<file path="src/rtl/iq_pack_pkg.sv">
package iq_pack_pkg;
  typedef enum logic {
    DIR_RX = 1'b0,
    DIR_TX = 1'b1
  } pack_dir_e;

  // Bit offset of a byte lane inside a word.
  function automatic int lane_lsb(input int idx, input int bytew);
    return idx * bytew;
  endfunction
endpackage

</file>
<file path="src/rtl/iq_slot_ctrl.sv">
module iq_slot_ctrl #(
  parameter int LANES = 4,
  localparam int CW = $clog2(LANES)
) (
  input  logic          clk,
  input  logic          rst,
  input  logic          dir_tx,
  output logic [CW-1:0] slot,
  output logic          dir_chg,
  output logic          rx_act,
  output logic          tx_act,
  output logic          last_slot
);
  import iq_pack_pkg::*;

  pack_dir_e dir_q;

  assign dir_chg   = (pack_dir_e'(dir_tx) != dir_q);
  assign rx_act    = (pack_dir_e'(dir_tx) == DIR_RX) && !dir_chg;
  assign tx_act    = (pack_dir_e'(dir_tx) == DIR_TX) && !dir_chg;
  assign last_slot = (slot == CW'(LANES - 1));

  always_ff @(posedge clk) begin
    if (rst) begin
      dir_q <= DIR_RX;
      slot  <= '0;
    end else begin
      dir_q <= pack_dir_e'(dir_tx);
      if (dir_chg || last_slot) slot <= '0;
      else                      slot <= slot + 1'b1;
    end
  end
endmodule

</file>
<file path="src/rtl/iq_rx_pack.sv">
module iq_rx_pack #(
  parameter int SMP_W = 8,
  parameter int LANES = 4,
  localparam int CW = $clog2(LANES),
  localparam int WORD_W = SMP_W * LANES
) (
  input  logic              clk,
  input  logic              rst,
  input  logic              act,
  input  logic              dir_chg,
  input  logic [CW-1:0]     slot,
  input  logic              last_slot,
  input  logic [SMP_W-1:0]  byte_in,
  input  logic              rd_ready,
  output logic [WORD_W-1:0] word,
  output logic              valid,
  output logic              done,
  output logic              ovr_set
);
  import iq_pack_pkg::*;

  logic [WORD_W-1:0] asm_w;

  for (genvar g = 0; g < LANES - 1; g++) begin : g_lane
    logic [SMP_W-1:0] lane_q;
    always_ff @(posedge clk) begin
      if (rst || dir_chg)                 lane_q <= '0;
      else if (act && slot == CW'(g))     lane_q <= byte_in;
    end
    assign asm_w[lane_lsb(g, SMP_W) +: SMP_W] = lane_q;
  end
  assign asm_w[WORD_W-1 -: SMP_W] = byte_in;

  assign done    = act && last_slot;
  assign ovr_set = done && valid && !rd_ready;

  always_ff @(posedge clk) begin
    if (rst) begin
      word  <= '0;
      valid <= 1'b0;
    end else if (done) begin
      word  <= asm_w;
      valid <= 1'b1;
    end else if (valid && rd_ready) begin
      valid <= 1'b0;
    end
  end
endmodule

</file>
<file path="src/rtl/iq_tx_unpack.sv">
module iq_tx_unpack #(
  parameter int SMP_W = 8,
  parameter int LANES = 4,
  localparam int CW = $clog2(LANES),
  localparam int WORD_W = SMP_W * LANES
) (
  input  logic              clk,
  input  logic              rst,
  input  logic              act,
  input  logic              dir_chg,
  input  logic              tx_mode,
  input  logic [CW-1:0]     slot,
  input  logic [WORD_W-1:0] wr_word,
  input  logic              wr_valid,
  output logic              wr_ready,
  output logic [SMP_W-1:0]  byte_out,
  output logic              load,
  output logic              udr_set
);
  import iq_pack_pkg::*;

  logic [WORD_W-1:0] hold_q, cur_q;
  logic              hold_v, cur_v;
  logic              at_first;

  function automatic logic [SMP_W-1:0] lane_of(input logic [WORD_W-1:0] w,
                                               input logic [CW-1:0] s);
    return w[lane_lsb(int'(s), SMP_W) +: SMP_W];
  endfunction

  assign wr_ready = tx_mode && !hold_v;
  assign at_first = act && (slot == '0);
  assign load     = at_first && hold_v;
  assign udr_set  = at_first && !hold_v;

  always_comb begin
    if (!act)              byte_out = '0;
    else if (slot == '0)   byte_out = hold_v ? hold_q[SMP_W-1:0] : '0;
    else                   byte_out = cur_v ? lane_of(cur_q, slot) : '0;
  end

  always_ff @(posedge clk) begin
    if (rst) begin
      hold_q <= '0;
      hold_v <= 1'b0;
      cur_q  <= '0;
      cur_v  <= 1'b0;
    end else begin
      if (dir_chg) begin
        cur_v <= 1'b0;
      end else if (at_first) begin
        cur_v <= hold_v;
        if (hold_v) cur_q <= hold_q;
      end
      if (load) hold_v <= 1'b0;
      if (wr_valid && wr_ready) begin
        hold_q <= wr_word;
        hold_v <= 1'b1;
      end
    end
  end
endmodule

</file>
<file path="src/rtl/iq_word_packer.sv">
module iq_word_packer #(
  parameter int SMP_W = 8,
  parameter int LANES = 4,
  localparam int CW = $clog2(LANES),
  localparam int WORD_W = SMP_W * LANES
) (
  input  logic              clk,
  input  logic              rst,
  input  logic              dir_tx,
  input  logic [SMP_W-1:0]  adc_byte,
  output logic [SMP_W-1:0]  dac_byte,
  output logic              slot_q,
  output logic [WORD_W-1:0] rx_word,
  output logic              rx_valid,
  input  logic              rx_ready,
  input  logic [WORD_W-1:0] tx_word,
  input  logic              tx_valid,
  output logic              tx_ready,
  input  logic              flag_clr,
  output logic              irq_full,
  output logic              irq_empty,
  output logic              ovr_flag,
  output logic              udr_flag
);
  // Named internal events, also observed by the bound checker.
  logic [CW-1:0] slot;
  logic          dir_chg, rx_act, tx_act, last_slot;
  logic          rx_done, ovr_set, tx_load, udr_set;

  iq_slot_ctrl #(.LANES(LANES)) u_ctrl (
    .clk(clk), .rst(rst), .dir_tx(dir_tx), .slot(slot), .dir_chg(dir_chg),
    .rx_act(rx_act), .tx_act(tx_act), .last_slot(last_slot)
  );

  iq_rx_pack #(.SMP_W(SMP_W), .LANES(LANES)) u_rx (
    .clk(clk), .rst(rst), .act(rx_act), .dir_chg(dir_chg), .slot(slot),
    .last_slot(last_slot), .byte_in(adc_byte), .rd_ready(rx_ready),
    .word(rx_word), .valid(rx_valid), .done(rx_done), .ovr_set(ovr_set)
  );

  iq_tx_unpack #(.SMP_W(SMP_W), .LANES(LANES)) u_tx (
    .clk(clk), .rst(rst), .act(tx_act), .dir_chg(dir_chg), .tx_mode(dir_tx),
    .slot(slot), .wr_word(tx_word), .wr_valid(tx_valid), .wr_ready(tx_ready),
    .byte_out(dac_byte), .load(tx_load), .udr_set(udr_set)
  );

  assign slot_q = slot[0];

  always_ff @(posedge clk) begin
    if (rst) begin
      irq_full  <= 1'b0;
      irq_empty <= 1'b0;
      ovr_flag  <= 1'b0;
      udr_flag  <= 1'b0;
    end else begin
      irq_full  <= rx_done;
      irq_empty <= tx_load;
      ovr_flag  <= ovr_set | (ovr_flag & ~flag_clr);
      udr_flag  <= udr_set | (udr_flag & ~flag_clr);
    end
  end
endmodule

</file>
<file path="config.mk">
export PLATFORM = sky130hd
export DESIGN_NAME = iq_word_packer
export DESIGN_NICKNAME = d
export VERILOG_FILES = /design/src/rtl/iq_pack_pkg.sv /design/src/rtl/iq_slot_ctrl.sv /design/src/rtl/iq_rx_pack.sv /design/src/rtl/iq_tx_unpack.sv /design/src/rtl/iq_word_packer.sv
export SDC_FILE = /design/constraint.sdc
export NUM_CORES = 1
export LEC_CHECK = 0
export ABC_AREA = 1
export BUFFER_PORTS_ARGS = -buffer_cell sky130_fd_sc_hd__buf_2
export CAP_MARGIN = 20
export CORE_UTILIZATION = 55
export CTS_BUF_LIST = sky130_fd_sc_hd__clkbuf_8
export CTS_CLUSTER_DIAMETER = 80
export DETAILED_ROUTE_END_ITERATION = 10
export GPL_TIMING_DRIVEN = 0
export PLACE_DENSITY = 0.8
export SLEW_MARGIN = 5
export SYNTH_ARGS = -nofsm -noshare
export SYNTH_HDL_FRONTEND = slang
export SYNTH_SLANG_ARGS = --single-unit
</file>
<file path="constraint.sdc">
create_clock -name clk -period 3.55 [get_ports clk]
set_input_delay 0.1775 -clock clk [delete_from_list [all_inputs] [get_ports clk]]
set_output_delay 0.1775 -clock clk [all_outputs]
set_load 0.1 [all_outputs]
</file>
==> Word level (Yosys, flattened, before mapping) <==
Cells that the tools add are included.
{ "word_totals": {"ff_bits": 130, "in_bits": 46, "elab_cells": 61, "output_inout_bits": 47} }
{ "op_classes": {"bitwise": 7, "n_eq_ne": 4, "shift": 1, "muxes": 8, "reduce_logical": 25, "add_sub_neg": 1} }
{ "ops": {"columns": ["op", "n"], "rows": [
  ["2-to-1 mux 8 bit", 4],
  ["variable part select 32 x 6 -> 8 bit", 1],
  ["logical AND 1 bit", 14],
  ["== test 2 bit (second input constant)", 2],
  ["2-to-1 mux 1 bit", 4],
  ["nonzero test 2 bit", 2],
  ["OR reduction 2 bit", 2],
  ["logical NOT 1 bit", 3],
  ["NOT 1 bit", 3],
  ["AND reduction 3 bit", 1],
  ["adder 2 x 1 -> 2 bit (second input constant)", 1],
  ["AND 1 bit", 2],
  ["== test 2 x 1 -> 1 bit (second input constant)", 1],
  ["logical NOT 2 bit", 1],
  ["logical OR 1 bit", 2],
  ["bitwise OR 1 bit", 2],
  ["!= test 1 bit", 1]
]} }

==> Longest topological paths before layout <==
Gate-level depths: netlist of run 1.
{ "depth": {"ltp_word": 7, "ltp_mapped": 9, "mapped_depth_nobuf": 7} }

==> Cells and area by module <==
Synthesis of run 1 repeated with hierarchy kept, for this count alone.
{ "unflattened": {"cells_unflattened": 739, "hier_area_um2": 5331.4} }
{ "modules_own_cells": {"columns": ["mod", "seq_area_each_um2", "cells_each", "area_per_inst_um2", "instances"], "rows": [
  ["iq_tx_unpack", 1321.3, 407, 2845.2, 1],
  ["iq_rx_pack", 1141.1, 302, 2230.9, 1],
  ["iq_slot_ctrl", 60.1, 15, 131.4, 1],
  ["iq_word_packer", 80.1, 15, 123.9, 1]
]} }

==> Least setup slack after synthesis of run 1 <==
Ideal clock, no wire load.
{ "synth_path": {"kind": "register to output", "startpoint": "reg u_ctrl.slot[0]", "endpoint": "out dac_byte[0]", "n_path_buf": 2, "required_time_ps": 3372, "slack_ps": -472, "t_arrival_ps": 3845, "stages_incl_launch_ff": 7, "cell_sequence": "dfxtp_1 > buf_2 > clkinv_1 > buf_2 > ha_1 > nand3_4 > o21ai_0"} }
{ "synth_via": {"elab_chain_cells": 4, "word_cells_on_any_way": 5, "cone_classes": "shift: 1; mux: 3; reduce/logical: 1"} }
{ "synth_lines": {"columns": ["element", "line", "source"], "rows": [
  ["from (decl)", "iq_slot_ctrl.sv:8", "output logic [CW-1:0] slot,"],
  ["from (signal assigned)", "iq_slot_ctrl.sv:30", "else slot <= slot + 1'b1;"],
  ["variable part select 32 x 6 -> 8 bit", "iq_tx_unpack.sv:28", "return w[lane_lsb(int'(s), SMP_W) +: SMP_W];"],
  ["2-to-1 mux 8 bit", "iq_tx_unpack.sv:39", "else byte_out = cur_v ? lane_of(cur_q, slot) : '0;"],
  ["2-to-1 mux 8 bit *", "iq_tx_unpack.sv:38", "else if (slot == '0) byte_out = hold_v ? hold_q[SMP_W-1:0] : '0;"],
  ["2-to-1 mux 8 bit *", "iq_tx_unpack.sv:37", "if (!act) byte_out = '0;"],
  ["to (decl)", "iq_word_packer.sv:11", "output logic [SMP_W-1:0] dac_byte,"]
]} }
Mark *: on every way between the ends. The rest lies on a longest branch, timed or not.

==> Worst setup path in the final report of run 1 <==
Same ends and word-level chain as after synthesis.

==> impl_metrics.env, run 1 <==
export IMPL_status="finished clean"
export IMPL_pwr_share_comb=0.081
export IMPL_max_cap_violations=0
export IMPL_crit_family="buffers and inverters"
export IMPL_drive_gt1_frac=0.203
export IMPL_grt_start_max_net_pins=17
export IMPL_cts_max_path_buffers=2
export IMPL_yosysSeqAreaShare=0.538
export IMPL_die_w_um=95.8
export IMPL_fin_crit_ps=3230
export IMPL_timing_final_crit_share=0.911
export IMPL_max_freq_mhz=309
export IMPL_regToRegStartpoint="u_ctrl.slot[0]$_SDFF_PP0_"
export IMPL_rsz0062_at_grt="no"
export IMPL_slew_headroom=0.653
export IMPL_synth_top_area_frac=0.538
export IMPL_synth_area_um2=4840
export IMPL_setup_ws_ps=316
export IMPL_intPower_uw=2350
export IMPL_synth_ff_type="dfxtp_1"
export IMPL_synthTopCellsByCount="dfxtp_1, o21ai_0, a21oi_1"
export IMPL_tritoncts="built"
export IMPL_tightest_slew_ps=519
export IMPL_yosys_area_top_type="dfxtp_1"
export IMPL_vias_per_cell=5.30
export IMPL_async_reset_ff_frac=0
export IMPL_timing_setup_tns_ps=0
export IMPL_grt_ovfl_total=0
export IMPL_switchingPower_uw=791
export IMPL_routedWlPerCell_um=13.7
export IMPL_hold_viol_final=0
export IMPL_hpwl_um=8360
export IMPL_power_density_nw_per_um2=532
export IMPL_route_detailed_drc=0
export IMPL_numCtsBuffers=17
export IMPL_h_tree_depth=4
export IMPL_rows=33
export IMPL_syn_to_final_growth_pct=22.0
export IMPL_grt_pass1_wl_um=18800
export IMPL_syn_nets=662
export IMPL_worstHoldStart="tx_word[4]"
export IMPL_path_cells="buf_2 -> clkinv_1 -> buf_2 -> ha_1 -> nor3b_2 -> nand3_1 -> o21ai_1 -> buf_2"
export IMPL_crit_path_top_delay_cell="nor3b_2"
export IMPL_p_seq_frac=0.483
export IMPL_final_core_util=0.704
export IMPL_antenna_found_initial=0
export IMPL_yosysWarnings=0
export IMPL_switching_share=0.252
export IMPL_critPathLaunch="u_ctrl.slot[0]$_SDFF_PP0_"
export IMPL_drtIter0Drc=232
export IMPL_core_area_um2=8380
export IMPL_portBuffers=91
export IMPL_worst_setup_path_end_kind="output port"
export IMPL_setup_worst_path_class="reg -> out"
export IMPL_synth_area_leaders="dfxtp_1, o21ai_0, a21oi_1"
export IMPL_crit_buf_inv=4
export IMPL_synth_most_common_cell="dfxtp_1"
export IMPL_syn_area_per_cell_um2=7.95
export IMPL_setup_viol=0
export IMPL_ant_nets=0
export IMPL_required_ps=3370
export IMPL_grt_pass1_vias=4105
export IMPL_vias=4448
export IMPL_num_nets_final=774
export IMPL_slew_viol_final=0
export IMPL_hold_path_class="in -> reg"
export IMPL_synth_edf_count=0
export IMPL_drt_wl_total_um=11500
export IMPL_io_pin_count=93
export IMPL_synth_seq_cells=130
export IMPL_post_place_ws_ps=430
export IMPL_die_y_um=95.8
export IMPL_skew_ps=9.98
export IMPL_cts_root_buf="clkbuf_8"
export IMPL_start_util=0.577
export IMPL_crit_fanout=11
export IMPL_place_gp_congestion=0.858
export IMPL_dieArea_um2=9180
export IMPL_grt_total_usage=0.270
export IMPL_clk_pin_slew_ps=80
export IMPL_start_kind="flip-flop"
export IMPL_firstDrtPassIters=5
export IMPL_clock_latency_ps=430
export IMPL_crit_top_cell="buf_2"
export IMPL_antennaDiodeCount=0
export IMPL_synthCells=609
export IMPL_clkSinkCount=130
export IMPL_slowest_delay_ps=500
export IMPL_cp_arrival_ps=3060
export IMPL_power_leakage_uw=0.00253
export IMPL_power_frac_clock=0.435
export IMPL_ys_types=23
export IMPL_max_vdd_ir_drop_uv=307
-- per-stage QoR --
| step | hold slack (ps) | cells | total power, µW | instance area (µm²) |
|---|---|---|---|---|
| after floorplan | 321 | 609 | 1720 | 4850 |
| after global placement | 441 | 805 | 1800 | 5440 |
| after detailed placement | 444 | 805 | 1800 | 5440 |
| after CTS | 1.60 | 839 | 3150 | 5900 |
| after global routing | 34.4 | 839 | 3260 | 5900 |
| final | 14.7 | 839 | 3140 | 5900 |
-- cell families after synthesis --
| logic type | Yosys count | synth area share |
|---|---|---|
| AND/OR/NAND/NOR | 178 | 0.154 |
| flip-flops | 130 | 0.538 |
| adder cells (fa/ha/maj) | 7 | 0.0181 |
| AO/OA/AOI/OAI | 201 | 0.210 |
| buffers and inverters | 93 | 0.0801 |
-- worst paths after layout --
path | endpoint | slack [ps] | cells past startpoint
worst max-delay path | dac_byte[0] | 320 | 8
worst min-delay path | u_tx.hold_q[4]$_SDFFE_PP0P_ | 10 | 3
worst max register to register | u_tx.cur_q[3]$_SDFFE_PP0P_ | 1230 | 9
worst min register to register | u_tx.cur_q[9]$_SDFFE_PP0P_ | 460 | 2
-- layout make-up --
cell class / instances / area, µm²
fillers: 669 / 2480
well taps: 105 / 131
repair buffers: 93 / 475
inverters: 57 / 214
clock buffers: 17 / 234
flip-flops and latches: 130 / 2600
plain buffers: 36 / 174
clock inverters: 15 / 204
multi-input cells: 386 / 1870
-- repair_timing --
action / 4_1_cts / 5_1_grt
setup endpoints to repair: 0 / 7
hold buffers: 2 / 0
resized for setup: 0 / 1
buffers inserted: 0 / 0
hold endpoints to repair: 2 / 0
-- placed cells by master (no fill, tap or decap) --
cell / netlist / final
clkinv_1: 3 / 3
ha_1: 7 / 7
clkbuf_8: 0 / 17
clkbuf_1: 20 / 20
bufinv_16: 0 / 4
nor2_1: 80 / 80
a211oi_1: 4 / 4
dlygate4sd3_1: 0 / 2
nor3b_2: 0 / 1
inv_6: 0 / 4
nand2_2: 1 / 1
inv_1: 53 / 53
a21oi_1: 83 / 82
buf_2: 11 / 102
nand2_1: 59 / 59
o21ai_1: 21 / 22
nor2_2: 1 / 1
nand3_4: 1 / 1
clkbuf_2: 2 / 2
o21ai_0: 92 / 88
buf_6: 3 / 3
dfxtp_1: 130 / 130
nor2_4: 1 / 1
nand3_1: 32 / 32
nor3_1: 1 / 1
clkinv_2: 0 / 3
inv_2: 1 / 1
o31ai_1: 1 / 1
clkinvlp_4: 0 / 1
clkinv_4: 0 / 3
nor3b_1: 2 / 1
a21oi_2: 0 / 1
o21ai_2: 0 / 3
-- sequential cells by signal, indices dropped and copies added, names as in the netlist --
register,cells
u_tx.cur_q,32
u_rx.g_lane.lane_q,24
udr_flag,1
irq_full,1
u_rx.word,32
u_tx.hold_v,1
ovr_flag,1
u_ctrl.dir_q,1
u_ctrl.slot,2
u_tx.cur_v,1
u_rx.valid,1
u_tx.hold_q,32
irq_empty,1
-- worst register-to-register path, stage by stage (launching register included) --
cell,delay [ps]
dfxtp_1,330
buf_2,170
clkinv_1,140
buf_2,270
ha_1,360
nand3_4,210
nor2_4,310
inv_1,210
nand3_1,110
o21ai_0,80
-- power groups by stage --
stage | Combinational (µW) | Clock [µW] | Sequential [µW]
after floorplan | 144 | 0 | 1580
after global placement | 245 | 0 | 1550
after detailed placement | 251 | 0 | 1550
after CTS | 254 | 1380 | 1520
after global routing | 285 | 1450 | 1520
final | 255 | 1370 | 1520
-- routing by layer --
metal	part of all wire	track usage	wire length, µm	vias up
met3	0.061	0.0632	708	18
met5	0	0	0	-
met1	0.45	0.355	5220	2043
li1	-	-	-	2232
met2	0.47	0.429	5400	155
met4	0.016	0.106	188	0
No activity file was read; power rests on OpenSTA's default activity.
==> run 2, diff against run 1 <==
--- a/config.mk
+++ b/config.mk
@@ -8,12 +8,11 @@
 export ABC_AREA = 1
 export BUFFER_PORTS_ARGS = -buffer_cell sky130_fd_sc_hd__buf_2
 export CAP_MARGIN = 20
-export CORE_UTILIZATION = 55
+export CORE_UTILIZATION = 42
 export CTS_BUF_LIST = sky130_fd_sc_hd__clkbuf_8
 export CTS_CLUSTER_DIAMETER = 80
 export DETAILED_ROUTE_END_ITERATION = 10
 export GPL_TIMING_DRIVEN = 0
-export PLACE_DENSITY = 0.8
 export SLEW_MARGIN = 5
 export SYNTH_ARGS = -nofsm -noshare
 export SYNTH_HDL_FRONTEND = slang
==> run 2 against run 1 <==
Sequential cell count stayed put. Core utilization is 17 points lower. Worst setup slack better by 16 ps. Fmax is 0.48% higher. Total power is 3.2% lower. Register-to-register slack worse by 40 ps. Cell area is 0.40% higher. Non-clock buffer count is 1 higher. Sequential share of layout area is 0.18 points lower. Clock skew is 3.6 ps higher.
==> impl_metrics.env, run 2 (synthesis results as in run 1) <==
export IMPL_max_vdd_ir_drop_uv=241
export IMPL_hold_viol_final=0
export IMPL_hpwl_um=8870
export IMPL_reg_top3="u_rx.word: 32 flops, u_tx.cur_q: 32 flops, u_tx.hold_q: 32 flops"
export IMPL_intPower_uw=2290
export IMPL_place_inst=840
export IMPL_skew_ps=13.6
export IMPL_max_freq_mhz=311
export IMPL_route_detailed_drc=0
export IMPL_h_tree_depth=4
export IMPL_vias_per_cell=4.97
export IMPL_hold_path_class="in -> reg"
export IMPL_portBuffers=91
export IMPL_crit_path_top_delay_cell="buf_2"
export IMPL_p_total_uw=3040
export IMPL_setup_worst_path_class="reg -> out"
export IMPL_slew_viol_final=0
export IMPL_firstDrtPassIters=4
export IMPL_syn_to_final_growth_pct=22.5
export IMPL_path_cells="buf_2 -> clkinv_1 -> buf_2 -> ha_1 -> nor3b_4 -> nand3_1 -> o21ai_1 -> buf_2"
export IMPL_numCtsBuffers=17
export IMPL_start_util=0.439
export IMPL_crit_top_cell="buf_2"
export IMPL_rows=38
export IMPL_crit_family="buffers and inverters"
export IMPL_antenna_found_initial=0
export IMPL_switching_share=0.245
export IMPL_die_w_um=109
export IMPL_max_cap_violations=0
export IMPL_power_leakage_uw=0.00253
export IMPL_grt_pass1_wl_um=19700
export IMPL_cts_root_buf="clkbuf_8"
export IMPL_setup_viol=0
export IMPL_drive_gt1_frac=0.200
export IMPL_layout_common_cells="dfxtp_1, buf_2, o21ai_0"
export IMPL_power_density_nw_per_um2=513
export IMPL_worst_setup_path_end_kind="output port"
export IMPL_pwr_share_comb=0.084
export IMPL_slew_headroom=0.673
export IMPL_crit_buf_inv=4
export IMPL_start_kind="flip-flop"
export IMPL_place_gp_congestion=0.880
export IMPL_required_ps=3370
export IMPL_tightest_slew_ps=493
export IMPL_power_frac_clock=0.416
export IMPL_rsz0062_at_grt="no"
export IMPL_cts_max_path_buffers=2
export IMPL_core_area_um2=11000
export IMPL_p_seq_frac=0.500
export IMPL_cts_setup_buffers=0
export IMPL_timing_setup_tns_ps=0
export IMPL_tritoncts="built"
export IMPL_drt_wl_total_um=11900
export IMPL_status="finished clean"
export IMPL_dieArea_um2=12000
export IMPL_clkSinkCount=130
export IMPL_switchingPower_uw=744
export IMPL_ant_nets=0
export IMPL_crit_fanout=11
export IMPL_fin_crit_ps=3220
export IMPL_io_pin_count=93
export IMPL_grt_ovfl_total=0
export IMPL_slowest_delay_ps=440
export IMPL_grt_pass1_vias=4134
export IMPL_die_y_um=109
export IMPL_vias=4346
export IMPL_clk_pin_slew_ps=60
export IMPL_antennaDiodeCount=0
export IMPL_grt_start_max_net_pins=17
export IMPL_grt_total_usage=0.218
export IMPL_whs_ps=23.0
export IMPL_routedWlPerCell_um=13.6
export IMPL_clock_latency_ps=440
export IMPL_timing_final_crit_share=0.906
export IMPL_cp_arrival_ps=3040
export IMPL_final_instance_count_excl_fill=874
export IMPL_num_nets_final=775
export IMPL_final_common_cell="dfxtp_1"
export IMPL_drtIter0Drc=213
==> run 2: cell types whose count changed in the layout (fill, tap and decap cells not counted), sizes merged <==
cell,before,now
bufinv,4,3
clkbuf,39,41
clkinv,9,10
dlygate4sd3,2,3
inv,58,55
==> run 2: path summary, 6_finish.rpt <==
kind,start,endpoint,slack [ps],cells after the start
setup / recovery,u_ctrl.slot[0]$_SDFF_PP0_,dac_byte[0],330,8
hold reg to reg,u_rx.g_lane[1].lane_q[0]$_SDFFE_PP0P_,u_rx.g_lane[1].lane_q[0]$_SDFFE_PP0P_,450,2
setup reg to reg,u_ctrl.slot[0]$_SDFF_PP0_,u_tx.cur_q[3]$_SDFFE_PP0P_,1190,9
hold / removal,tx_word[9],u_tx.hold_q[9]$_SDFFE_PP0P_,20,3
==> run 2: cell type report <==
type | instances | area, µm²
buffer | 36 | 174
clock buffer | 19 | 262
clock inverter | 12 | 140
fill | 1086 | 5100
inverter | 57 | 214
multi-input combinational | 386 | 1880
sequential | 130 | 2600
tap | 140 | 175
timing repair buffer | 94 | 485
==> run 2: worst register-to-register path: stages (launching register included) <==
cell and delay (ps):
dfxtp_1 360, buf_2 190, clkinv_1 160, buf_2 270
ha_1 390, nand3_4 210, nor2_4 290, inv_1 200
nand3_1 100, o21ai_0 90
==> run 2: repair_timing <==
action                                 CTS  global route
hold buffers                             3             0
setup endpoints to repair                4             1
gates resized for setup                  1             1
endpoints found under the hold margin    3             0
==> run 2: power groups by stage <==
stage | registers (µW) | logic (µW) | clock network (µW)
floorplan | 1580 | 144 | 0
global placement | 1550 | 248 | 0
detailed placement | 1550 | 253 | 0
CTS | 1520 | 257 | 1290
global route | 1520 | 289 | 1370
finish | 1520 | 256 | 1260
==> run 2: layer usage <==
| layer | wire length, µm | GRT usage |
|---|---|---|
| met2 | 5630 | 0.354 |
| met5 | 0 | 0 |
| met4 | 206 | 0.0876 |
| met3 | 482 | 0.0563 |
| met1 | 5580 | 0.276 |
==> run 2: metrics by stage <==
stage	instance area [µm²]	util	setup slack (ps)
floorplan	4850	-	-153
global placement	5490	0.497	408
detailed placement	5490	0.497	383
CTS	5920	0.537	204
global route	5930	0.537	43.8
finish	5930	0.537	332
